--- src/rtl/cmf_pkg.sv ---
package cmf_pkg;
    typedef enum logic [1:0] {
        ST_IDLE  = 2'd0,
        ST_ARMED = 2'd1,
        ST_SWEEP = 2'd2,
        ST_DRAIN = 2'd3
    } fill_state_e;
endpackage

--- src/rtl/cmf_prog_reg.sv ---
module cmf_prog_reg #(
    parameter int PAT_W = 3,
    parameter int REG_W = 16,
    localparam int FIELD_W = 2 * PAT_W + 1
) (
    input  logic               clk,
    input  logic               rst_n,
    input  logic               reg_wr,
    input  logic [FIELD_W-1:0] reg_wdata,
    input  logic               master_en,
    input  logic               done,
    output logic               ben,
    output logic [PAT_W-1:0]   bpat,
    output logic [PAT_W-1:0]   lpat,
    output logic               start,
    output logic               abort,
    output logic [REG_W-1:0]   reg_rdata
);

    always_comb begin
        start     = reg_wr && reg_wdata[0] && !ben && master_en;
        abort     = ben && ((reg_wr && !reg_wdata[0]) || !master_en);
        reg_rdata = {{(REG_W - FIELD_W){1'b0}}, bpat, lpat, ben};
    end

    always_ff @(posedge clk or negedge rst_n) begin
        if (!rst_n) begin
            ben  <= 1'b0;
            bpat <= '0;
            lpat <= '0;
        end else begin
            if (abort || done) begin
                ben <= 1'b0;
            end else if (start) begin
                ben <= 1'b1;
            end
            if (reg_wr && !ben) begin
                bpat <= reg_wdata[2*PAT_W:PAT_W+1];
                lpat <= reg_wdata[PAT_W:1];
            end
        end
    end

    assert_fields_hold_R9: assert property (@(posedge clk) disable iff (!rst_n)
        ben |=> ($stable(bpat) && $stable(lpat)));

    assert_write_abort_R7: assert property (@(posedge clk) disable iff (!rst_n)
        (ben && reg_wr && !reg_wdata[0]) |=> !ben);

    assert_master_abort_R8: assert property (@(posedge clk) disable iff (!rst_n)
        (ben && !master_en) |=> !ben);

    assert_start_gated_R3: assert property (@(posedge clk) disable iff (!rst_n)
        (!ben && reg_wr && reg_wdata[0] && !master_en) |=> !ben);

endmodule

--- src/rtl/cmf_sweep_fsm.sv ---
module cmf_sweep_fsm
    import cmf_pkg::*;
#(
    parameter int DEPTH = 32,
    localparam int ADDR_W = $clog2(DEPTH)
) (
    input  logic              clk,
    input  logic              rst_n,
    input  logic              start,
    input  logic              abort,
    input  logic              frame_pulse,
    output logic              busy,
    output logic              sweep_we,
    output logic [ADDR_W-1:0] addr,
    output logic              done
);

    localparam logic [ADDR_W-1:0] LAST_ADDR = ADDR_W'(DEPTH - 1);

    fill_state_e state_q, state_d;
    logic [ADDR_W-1:0] addr_d;

    always_comb begin
        state_d = state_q;
        addr_d  = addr;
        unique case (state_q)
            ST_IDLE: begin
                if (start) state_d = ST_ARMED;
            end
            ST_ARMED: begin
                if (frame_pulse) begin
                    state_d = ST_SWEEP;
                    addr_d  = '0;
                end
            end
            ST_SWEEP: begin
                if (addr == LAST_ADDR) begin
                    state_d = ST_DRAIN;
                end else begin
                    addr_d = addr + 1'b1;
                end
            end
            ST_DRAIN: begin
                if (frame_pulse) state_d = ST_IDLE;
            end
            default: state_d = ST_IDLE;
        endcase
        if (abort) state_d = ST_IDLE;
    end

    always_ff @(posedge clk or negedge rst_n) begin
        if (!rst_n) begin
            state_q <= ST_IDLE;
            addr    <= '0;
        end else begin
            state_q <= state_d;
            addr    <= addr_d;
        end
    end

    always_comb begin
        busy     = (state_q != ST_IDLE);
        sweep_we = (state_q == ST_SWEEP);
        done     = (state_q == ST_DRAIN) && frame_pulse && !abort;
    end

    assert_first_addr_R4: assert property (@(posedge clk) disable iff (!rst_n)
        $rose(sweep_we) |-> (addr == '0));

    assert_addr_step_R10: assert property (@(posedge clk) disable iff (!rst_n)
        (sweep_we && $past(sweep_we)) |-> (addr == ADDR_W'($past(addr) + 1'b1)));

    assert_wait_frame_R4: assert property (@(posedge clk) disable iff (!rst_n)
        (state_q == ST_ARMED && !frame_pulse) |=> !sweep_we);

endmodule

--- src/rtl/cm_fill_engine.sv ---
module cm_fill_engine #(
    parameter int DEPTH = 32,
    parameter int WORD_W = 16,
    parameter int PAT_W = 3,
    localparam int ADDR_W = $clog2(DEPTH),
    localparam int FIELD_W = 2 * PAT_W + 1,
    localparam int ZERO_W = WORD_W - PAT_W
) (
    input  logic               clk,
    input  logic               rst_n,
    input  logic               master_en,
    input  logic               frame_pulse,
    input  logic               reg_wr,
    input  logic [FIELD_W-1:0] reg_wdata,
    output logic [WORD_W-1:0]  reg_rdata,
    output logic               bcm_we,
    output logic [ADDR_W-1:0]  bcm_addr,
    output logic [WORD_W-1:0]  bcm_wdata,
    output logic               lcm_we,
    output logic [ADDR_W-1:0]  lcm_addr,
    output logic [WORD_W-1:0]  lcm_wdata
);

    logic              ben, start, abort, done, busy, sweep_we;
    logic [PAT_W-1:0]  bpat, lpat;
    logic [ADDR_W-1:0] addr;

    cmf_prog_reg #(.PAT_W(PAT_W), .REG_W(WORD_W)) u_reg (
        .clk       (clk),
        .rst_n     (rst_n),
        .reg_wr    (reg_wr),
        .reg_wdata (reg_wdata),
        .master_en (master_en),
        .done      (done),
        .ben       (ben),
        .bpat      (bpat),
        .lpat      (lpat),
        .start     (start),
        .abort     (abort),
        .reg_rdata (reg_rdata)
    );

    cmf_sweep_fsm #(.DEPTH(DEPTH)) u_fsm (
        .clk         (clk),
        .rst_n       (rst_n),
        .start       (start),
        .abort       (abort),
        .frame_pulse (frame_pulse),
        .busy        (busy),
        .sweep_we    (sweep_we),
        .addr        (addr),
        .done        (done)
    );

    always_comb begin
        bcm_we    = sweep_we;
        lcm_we    = sweep_we;
        bcm_addr  = addr;
        lcm_addr  = addr;
        bcm_wdata = {bpat, {ZERO_W{1'b0}}};
        lcm_wdata = {lpat, {ZERO_W{1'b0}}};
    end

    assert_write_needs_flag_R7: assert property (@(posedge clk) disable iff (!rst_n)
        bcm_we |-> ben);

    assert_flag_tracks_fsm_R6: assert property (@(posedge clk) disable iff (!rst_n)
        ben == busy);

endmodule

--- config.mk ---
export PLATFORM = sky130hd
export DESIGN_NAME = cm_fill_engine
export DESIGN_NICKNAME = d
export VERILOG_FILES = /design/src/rtl/cmf_pkg.sv /design/src/rtl/cmf_prog_reg.sv /design/src/rtl/cmf_sweep_fsm.sv /design/src/rtl/cm_fill_engine.sv
export SDC_FILE = /design/constraint.sdc
export NUM_CORES = 1
export LEC_CHECK = 0
export ABC_AREA = 1
export BUFFER_PORTS_ARGS = -buffer_cell sky130_fd_sc_hd__buf_2
export CORE_ASPECT_RATIO = 1.75
export CORE_UTILIZATION = 43
export CTS_CLUSTER_DIAMETER = 120
export DETAILED_ROUTE_END_ITERATION = 8
export GPL_TIMING_DRIVEN = 0
export MAX_ROUTING_LAYER = met4
export PLACE_DENSITY = 0.8
export RECOVER_POWER = 50
export SYNTH_ARGS = -nofsm -noshare
export SYNTH_HDL_FRONTEND = slang
export SYNTH_SLANG_ARGS = --single-unit
--- constraint.sdc ---
create_clock -name clk -period 1.9 [get_ports clk]
set_input_delay 0.19 -clock clk [delete_from_list [all_inputs] [get_ports clk]]
set_output_delay 0.19 -clock clk [all_outputs]
set_load 0.02 [all_outputs]
## Word level (Yosys, flattened, before mapping)

Index checks and enable logic that the tools add are counted.

| storage, ports and cells | value |
|---|---|
| flip-flop bits (word level) | 14 |
| output and inout bits | 60 |
| input port bits | 12 |
| word-level logic and storage cells | 46 |

| operators by class | value |
|---|---|
| muxes and demuxes | 11 |
| add/sub/neg operators | 1 |
| reductions and logical operators | 19 |
| eq/ne operators | 10 |

Operators by type and width:

| operator | number |
|---|---|
| $mux 2 | 5 |
| $mux 5 | 2 |
| $pmux 5 s2 | 1 |
| $ne 3x2->1 const B | 3 |
| $logic_and 1x1->1 | 8 |
| $pmux 2 s4 | 1 |
| $add 5x1->5 const B | 1 |
| $eq 5x5->1 const B | 1 |
| $eq 2x2->1 const B | 2 |
| $logic_not 1->1 | 4 |
| $ne 2x2->1 const B | 2 |
| $reduce_and 4->1 | 1 |
| $reduce_bool 2->1 | 2 |
| $ne 3x1->1 const B | 1 |
| $reduce_and 3->1 | 1 |
| $eq 2x1->1 const B | 1 |
| $logic_not 2->1 | 1 |
| $logic_or 1x1->1 | 2 |
| $mux 1 | 2 |

## Depth between registers and ports, before layout

Gate-level depths: netlist (run 1).

| logic depth | value |
|---|---|
| depth after elaboration | 8 |
| gate-level depth with buffers | 12 |
| depth with buffers taken out | 12 |

## By module

A second synthesis (run 1) with hierarchy kept.

| second synthesis, totals | value |
|---|---|
| cell total of the unflattened synthesis | 151 |
| area, all modules | 1157.4 um^2 |

By module, submodules not included:

| module | seq. area each (um^2) | cells each | instances | area an instance (um^2) |
|---|---|---|---|---|
| cmf_sweep_fsm | 175.2 | 64 | 1 | 486.7 |
| cmf_prog_reg | 175.2 | 54 | 1 | 426.7 |
| cm_fill_engine | 0.0 | 33 | 1 | 244.0 |

## Worst setup path after synthesis (run 1)

OpenSTA, ideal clock, no wires.

| path | value |
|---|---|
| path kind | register -> register |
| start | register u_fsm.addr[0] |
| end | register u_fsm.addr[2] |
| library setup time | 118 ps |
| arrival time | 1526 ps |
| stages on the path, launching flop included | 10 |
| clock period less this slack | 1644 ps |
| buffers on the path | 0 |
| setup slack | 256 ps |
| required time | 1782 ps |
| path through | dfrtp_1 -> ha_1 -> nand2_1 -> nor2_1 -> ha_1 -> inv_1 -> nand2_4 -> a21boi_4 -> nand2b_1 -> nand2_1 |

| on the way | value |
|---|---|
| word-level cells in the longest chain between the ends | 3 |
| elaborated cells between the ends (all ways) | 6 |
| those cells by class | add/sub (1); eq/ne (2); mux (2); reduce/logical (1) |

RTL lines:

| element | line | text |
|---|---|---|
| start: declaration | cmf_sweep_fsm.sv:14 | `output logic [ADDR_W-1:0] addr,` |
| start signal: assignment | cmf_sweep_fsm.sv:57 | `addr <= addr_d;` |
| $add 5x1->5 or $eq 5x5->1 (tied branches) | cmf_sweep_fsm.sv:40, cmf_sweep_fsm.sv:37 |  |
| $mux 5 or $ne 2x2->1 (tied branches) | n/a |  |
| $pmux 5 s2 or $reduce_and 3->1 (tied branches) | n/a |  |

Several ways; a longest one is shown, not always the timed one. The select of a mux whose other input is x is not followed.
A chain may end at the register's enable or synchronous reset.

## Worst setup path after layout (run 1)

Same ends and word-level chain as after synthesis.

==> flow_summary_export.csv, run 1 <==
group,metric,value,unit
grt,track_usage,16.3,%
critical_path,reg2regPathDepth,9,
grt,antenna_found_initial,0,
synthesis,synth_cells,142,
cells_and_area,area_growth,33.3,%
synthesis,synth_top_area_share,31.2,%
synthesis,netlist.top_cell.by_area,"buf_4",
placed_design,routabilityCongestion,0.756,
critical_path,cp_max_fo,9,
synthesis,ys_warn_count,0,
pwr,leakage,0.959,nW
critical_path,cp_data_arrival_time,1800,ps
cells_and_area,fin_nets,236,
cts,cts_tree,"built",
die,die_area,2900,sq um
route,drt-pass1-iter-count,4,
sta,rsz0062_at_grt,"no",
cells_and_area,diodes,0,
cts,clock_sinks,14,
hold_path,hold_class,"in2reg",
die,dieHeight,70.5,um
die,coreArea,2520,sq um
grt,grt_pass1_vias,786,
synthesis,ys_top_cells_by_area,"buf_4 (31%), dfrtp_1 (30%), nand2_1 (8.8%)",
sta,min_period_over_period,87.8,%
synthesis,syn_avg_cell_area,8.12,sq um
critical_path,worstSetupStartpointType,"flip-flop",
route,ant_nets,0,
route,drt-total-wl,1.89,mm
sta,finalSetupTns,0,ps
grt,grt_max_degree,15,
cells_and_area,final_cells,243,
cts,max-clock-path-buffers,2,
die,initial_core_util,45.7,%
die,fp-row-count,24,
synthesis,ys_ff_latch,14,
critical_path,r2r-end,"u_fsm.addr[2]$_DFFE_PN0P_",
cts,post_cts_buffers,0,
sta,fin_ws,232,ps
grt,grt_pass1_wl,3.17,mm
critical_path,cp-endpoint,"u_fsm.addr[2]$_DFFE_PN0P_",
critical_path,reg2reg_slack,230,ps
critical_path,cp-startpoint,"u_fsm.addr[0]$_DFFE_PN0P_",
sta,max_freq,0.600,GHz
synthesis,synth_seq_area_share,30.4,%
route,drtIter0Drc,14,
cts,clk_latency,250,ps
die,io-pin-count,72,
sta,fin_crit,1670,ps
pwr,power_density,1300,nW/um^2
critical_path,cp_data_required_time,2040,ps
placed_design,dp_cells,238,
cells_and_area,fill_cells,266,
critical_path,r2r_start,"u_fsm.addr[0]$_DFFE_PN0P_",
placed_design,place_ws,236,ps
synthesis,synthesis.area,1150,sq um
cts,path_clk_slew,60,ps
cells_and_area,stdcell_area,1540,sq um
cts,cts_resized,0,
placed_design,dp_hpwl,1.60,mm
grt,grt_overflow_total,0,
sta,skew,1.82,ps
pwr,ir_drop,0.000544,V
route,vias_per_cell,3.95,
critical_path,worst_setup_path_end_kind,"flip-flop",
flow_run,drv_cap,0,
route,vias,960,
die,die_x,41.2,um
placed_design,dpl_cell_area,1490,sq um
placed_design,port_buffers,36,
sta,slew_violations,0,
sta,worst_pin_slew,730,ps
run_status,status,"completed",
cts,root_buffer,"clkbuf_8",
sta,setup_viol,0,
cts,numCtsBuffers,3,
critical_path,worstSetupPathType,"reg2reg",
cts,h-tree-depth,1,
route,drcViolationCount,0,
route,wire_per_inst,7.79,um
sta,maxSlewHeadroom,51.3,%
cells_and_area,drive_gt1_share,40.6,%
synthesis,yosys.cell_types.count,23,
sta,finalHoldViolations,0,
[synth_stat cells]
cell and number:
or2_2 2, nand3b_1 1, conb_1 1, nand4_1 1, nor2_1 6, mux2i_1 1
nor2_2 1, nand2_2 4, inv_1 11, buf_6 1, nand2_4 1, nand2_1 27
a21oi_1 2, ha_1 6, nand2b_1 1, o21ai_0 4, nand3_1 6, a21boi_4 1
xor2_1 1, nor2_4 1, dfrtp_1 14, buf_4 48, inv_2 1
[registers in the layout, indices dropped and copies added, names as in the netlist]
register,cells
u_reg.bpat,3
u_fsm.state_q,2
u_fsm.addr,5
u_reg.lpat,3
u_reg.ben,1
[metal layers]
layer  global-route usage, %  wire (um)  up-vias
li1                        -          -      502
met1                    15.6        631      405
met2                    27.1       1020       49
met3                    2.86        172        4
met4                    10.8         64        0
met5                       -          0        -
[cell families (layout without fill, tap and decap cells)]
group                    after synthesis  after routing  share of synthesized area (%)
other                                  1             35                          0.325
flip-flops                            14             14                           30.4
AO/OA/AOI/OAI                          7              7                           4.23
adder cells (fa/ha/maj)                6              6                           6.51
multiplexers                           1              1                          0.868
XOR/XNOR                               1              1                          0.759
buffers and inverters                 61            102                           36.1
AND/OR/NAND/NOR                       51             51                           20.8
[cell type report]
type	count	area (sq um)	share of cell area [%]
clock buffers	4	55.1	3.58
flip-flops and latches	14	350	22.8
plain buffers	49	372	24.2
repair buffers	37	176	11.5
well taps	26	32.5	2.12
multi-input cells	101	507	33.0
inverters	12	45.0	2.93
[worst min path at each step]
stage | start | endpoint | slack, ps | cells after the start
2_1_floorplan | rst_n | u_fsm.addr[0]$_DFFE_PN0P_ | -110 | 0
3_3_place_gp | rst_n | u_reg.bpat[0]$_DFFE_PN0P_ | 100 | 1
3_5_place_dp | rst_n | u_reg.bpat[0]$_DFFE_PN0P_ | 110 | 1
4_1_cts | reg_wdata[2] | u_reg.lpat[1]$_DFFE_PN0P_ | 130 | 3
5_1_grt | reg_wdata[2] | u_reg.lpat[1]$_DFFE_PN0P_ | 140 | 3
6_report | reg_wdata[2] | u_reg.lpat[1]$_DFFE_PN0P_ | 140 | 3
[layout by cell type (no fill, tap or decap)]
cell type,count
buf_4,48
conb_1,35
nand2_1,27
buf_2,25
dfrtp_1,14
inv_1,11
clkbuf_1,11
nor2_1,7
nand3_1,6
ha_1,6
nand2_2,4
o21ai_0,4
clkbuf_8,4
or2_2,2
a21oi_1,2
inv_2,1
buf_6,1
nand2_4,1
a21boi_4,1
xor2_1,1
nand4_1,1
nand2b_1,1
mux2i_1,1
nor2_2,1
nand3b_1,1
dlygate4sd3_1,1
[power breakdown]
part	total, mW	internal [mW]	switching, mW
Combinational	1.19	0.498	0.693
Clock	0.287	0.184	0.104
Sequential	0.513	0.409	0.103
[timing repair]
item | 4_1_cts | 5_1_grt
hold buffers | 1 | 0
setup endpoints to repair | 0 | 0
hold endpoints to repair | 14 | 0
[through the flow]
stage                     power [mW]  hold WS [ps]  util [%]
after floorplan                 1.46          -106         -
after global placement          1.72           104      59.2
after detailed placement        1.75           110      59.2
after CTS                       2.05           134      61.8
after global routing            2.18           141      61.0
final                           1.99           142      61.0
[critical path, stage by stage, from the launching register on]
cell and delay [ps]:
dfrtp_1 420, ha_1 230, nand2_1 90, nor2_1 50
ha_1 170, inv_1 100, nand2_4 70, a21boi_4 240
nand2b_1 130, nand2_1 50
Power figures use the tool's default switching activity.
==> run 2: changes to the inputs <==
--- a/config.mk
+++ b/config.mk
@@ -8,12 +8,12 @@
 export ABC_AREA = 1
 export BUFFER_PORTS_ARGS = -buffer_cell sky130_fd_sc_hd__buf_2
 export CORE_ASPECT_RATIO = 1.75
-export CORE_UTILIZATION = 43
+export CORE_UTILIZATION = 35
 export CTS_CLUSTER_DIAMETER = 120
 export DETAILED_ROUTE_END_ITERATION = 8
 export GPL_TIMING_DRIVEN = 0
 export MAX_ROUTING_LAYER = met4
-export PLACE_DENSITY = 0.8
+export PLACE_DENSITY = 0.68
 export RECOVER_POWER = 50
 export SYNTH_ARGS = -nofsm -noshare
 export SYNTH_HDL_FRONTEND = slang
==> flow_summary_export.csv, run 2 (synthesis gave the netlist of run 1 again) <==
group,metric,value,unit
cts,clock_sinks,14,
sta,max_freq,0.603,GHz
sta,skew,1.22,ps
cts,path_clk_slew,60,ps
placed_design,port_buffers,36,
critical_path,slowest_stage,"dfrtp_1",
pwr,leakage,0.959,nW
sta,finalHoldViolations,0,
sta,finalSetupTns,0,ps
cts,max-clock-path-buffers,2,
pwr,power_density,1290,nW/um^2
critical_path,critPathMaxStageDelay,420,ps
route,drcViolationCount,0,
cells_and_area,regMostFlops,"u_fsm.addr",
critical_path,r2r_start,"u_fsm.addr[0]$_DFFE_PN0P_",
cells_and_area,fin_nets,236,
die,die_x,45.4,um
cts,root_buffer,"clkbuf_8",
route,vias,934,
critical_path,worstSetupPathType,"reg2reg",
cts,clk_latency,240,ps
sta,rsz0062_at_grt,"no",
cells_and_area,top_regs,"u_fsm.addr x5, u_reg.bpat x3, u_reg.lpat x3",
critical_path,path_cells,"ha_1 > nand2_1 > nor2_1 > ha_1 > inv_1 > nand2_4 > a21boi_4 > nand2b_1 > nand2_1",
die,dieHeight,77.9,um
cts,numCtsBuffers,3,
placed_design,dp_hpwl,1.69,mm
critical_path,worstSetupStartpointType,"flip-flop",
sta,maxSlewHeadroom,46.3,%
route,wire_per_inst,7.77,um
cells_and_area,post-route-util,49.6,%
pwr,ir_drop,0.000585,V
flow_run,drv_cap,0,
sta,slew_violations,0,
run_status,status,"completed",
critical_path,crit_buf_inv,1,
placed_design,routabilityCongestion,0.791,
die,fp-row-count,27,
grt,grt_overflow_total,0,
sta,setup_viol,0,
pwr,power,2.00,mW
grt,antenna_found_initial,0,
critical_path,cp_data_required_time,2030,ps
die,initial_core_util,36.7,%
route,vias_per_cell,3.59,
grt,grt_pass1_vias,776,
die,coreArea,3140,sq um
cells_and_area,final_cell_mix,"buf_4 (48), conb_1 (35), nand2_1 (27)",
cts,post_cts_buffers,0,
die,die_area,3540,sq um
hold_path,hp-start,"reg_wdata[3]",
route,drtIter0Drc,11,
cts,h-tree-depth,1,
cells_and_area,drive_gt1_share,40.6,%
route,drt-pass1-iter-count,4,
critical_path,cp_max_fo,9,
critical_path,crit_family,"flip-flops",
critical_path,worst_setup_path_end_kind,"flip-flop",
critical_path,cp-startpoint,"u_fsm.addr[0]$_DFFE_PN0P_",
critical_path,cp_data_arrival_time,1790,ps
hold_path,hold_class,"in2reg",
cells_and_area,area_growth,35.1,%
sta,worst_pin_slew,805,ps
cells_and_area,final_common_cell,"buf_4",
grt,grt_max_degree,15,
cells_and_area,diodes,0,
cts,cts_tree,"built",
sta,min_period_over_period,87.4,%
grt,grt_pass1_wl,3.18,mm
route,ant_nets,0,
sta,fin_crit,1660,ps
cells_and_area,largest_reg_flops,5,
grt,track_usage,12.3,%
die,io-pin-count,72,
route,drt-total-wl,2.02,mm
## run 2: cell counts in the layout (fill, tap and decap cells not counted)
No cell type changed its count.
## run 2: worst paths after layout
path / to / slack (ps) / cells after the start
worst max-delay path: u_fsm.addr[2]$_DFFE_PN0P_ / 240 / 9
worst min-delay path: u_reg.lpat[2]$_DFFE_PN0P_ / 140 / 3
worst max register to register: u_fsm.addr[2]$_DFFE_PN0P_ / 240 / 9
worst min register to register: u_reg.lpat[0]$_DFFE_PN0P_ / 500 / 2
max in group asynchronous: u_fsm.state_q[0]$_DFFE_PN0P_ / 840 / 2
min in group asynchronous: u_reg.lpat[1]$_DFFE_PN0P_ / 560 / 2
## run 2: area by class of cell
type / instances / area (sq um)
Sequential cell: 14 / 350
Fill cell: 334 / 1580
Timing Repair Buffer: 37 / 176
Tap cell: 43 / 53.8
Clock buffer: 4 / 55.1
Multi-Input combinational cell: 101 / 507
Inverter: 12 / 45.0
Buffer: 49 / 372
## run 2: repair_timing
| action | in CTS | in global routing |
|---|---|---|
| hold buffers | 1 | 0 |
| hold endpoints to repair | 14 | 0 |
| gates resized for setup | 0 | 0 |
| setup endpoints to repair | 0 | 0 |
## run 2: layer usage
layer	vias to the layer above	routed length, um	global-route usage [%]
met2	39	1130	21.9
met3	2	102	1.40
met4	0	40	6.36
met1	392	745	12.1
li1	501	-	-
met5	-	0	-
## run 2: worst min-delay path: cells and delay by family
kind          cells  cell delay [ps]
simple gates      2               90
buf+inv           1               70
## run 2: where the power goes
part           total (mW)  internal (mW)  switching [mW]
clock network       0.290          0.183           0.107
logic                1.20          0.500           0.702
registers           0.513          0.409           0.104
total                2.00           1.09           0.913
## run 2: metrics by stage
step	hold slack, ps	instances	setup slack, ps	area (sq um)
after detailed placement	112	255	235	1520
after floorplan	-106	176	256	1280
after global routing	150	260	89.0	1560
after CTS	143	260	217	1580
final	145	260	240	1560
after global placement	104	255	247	1520
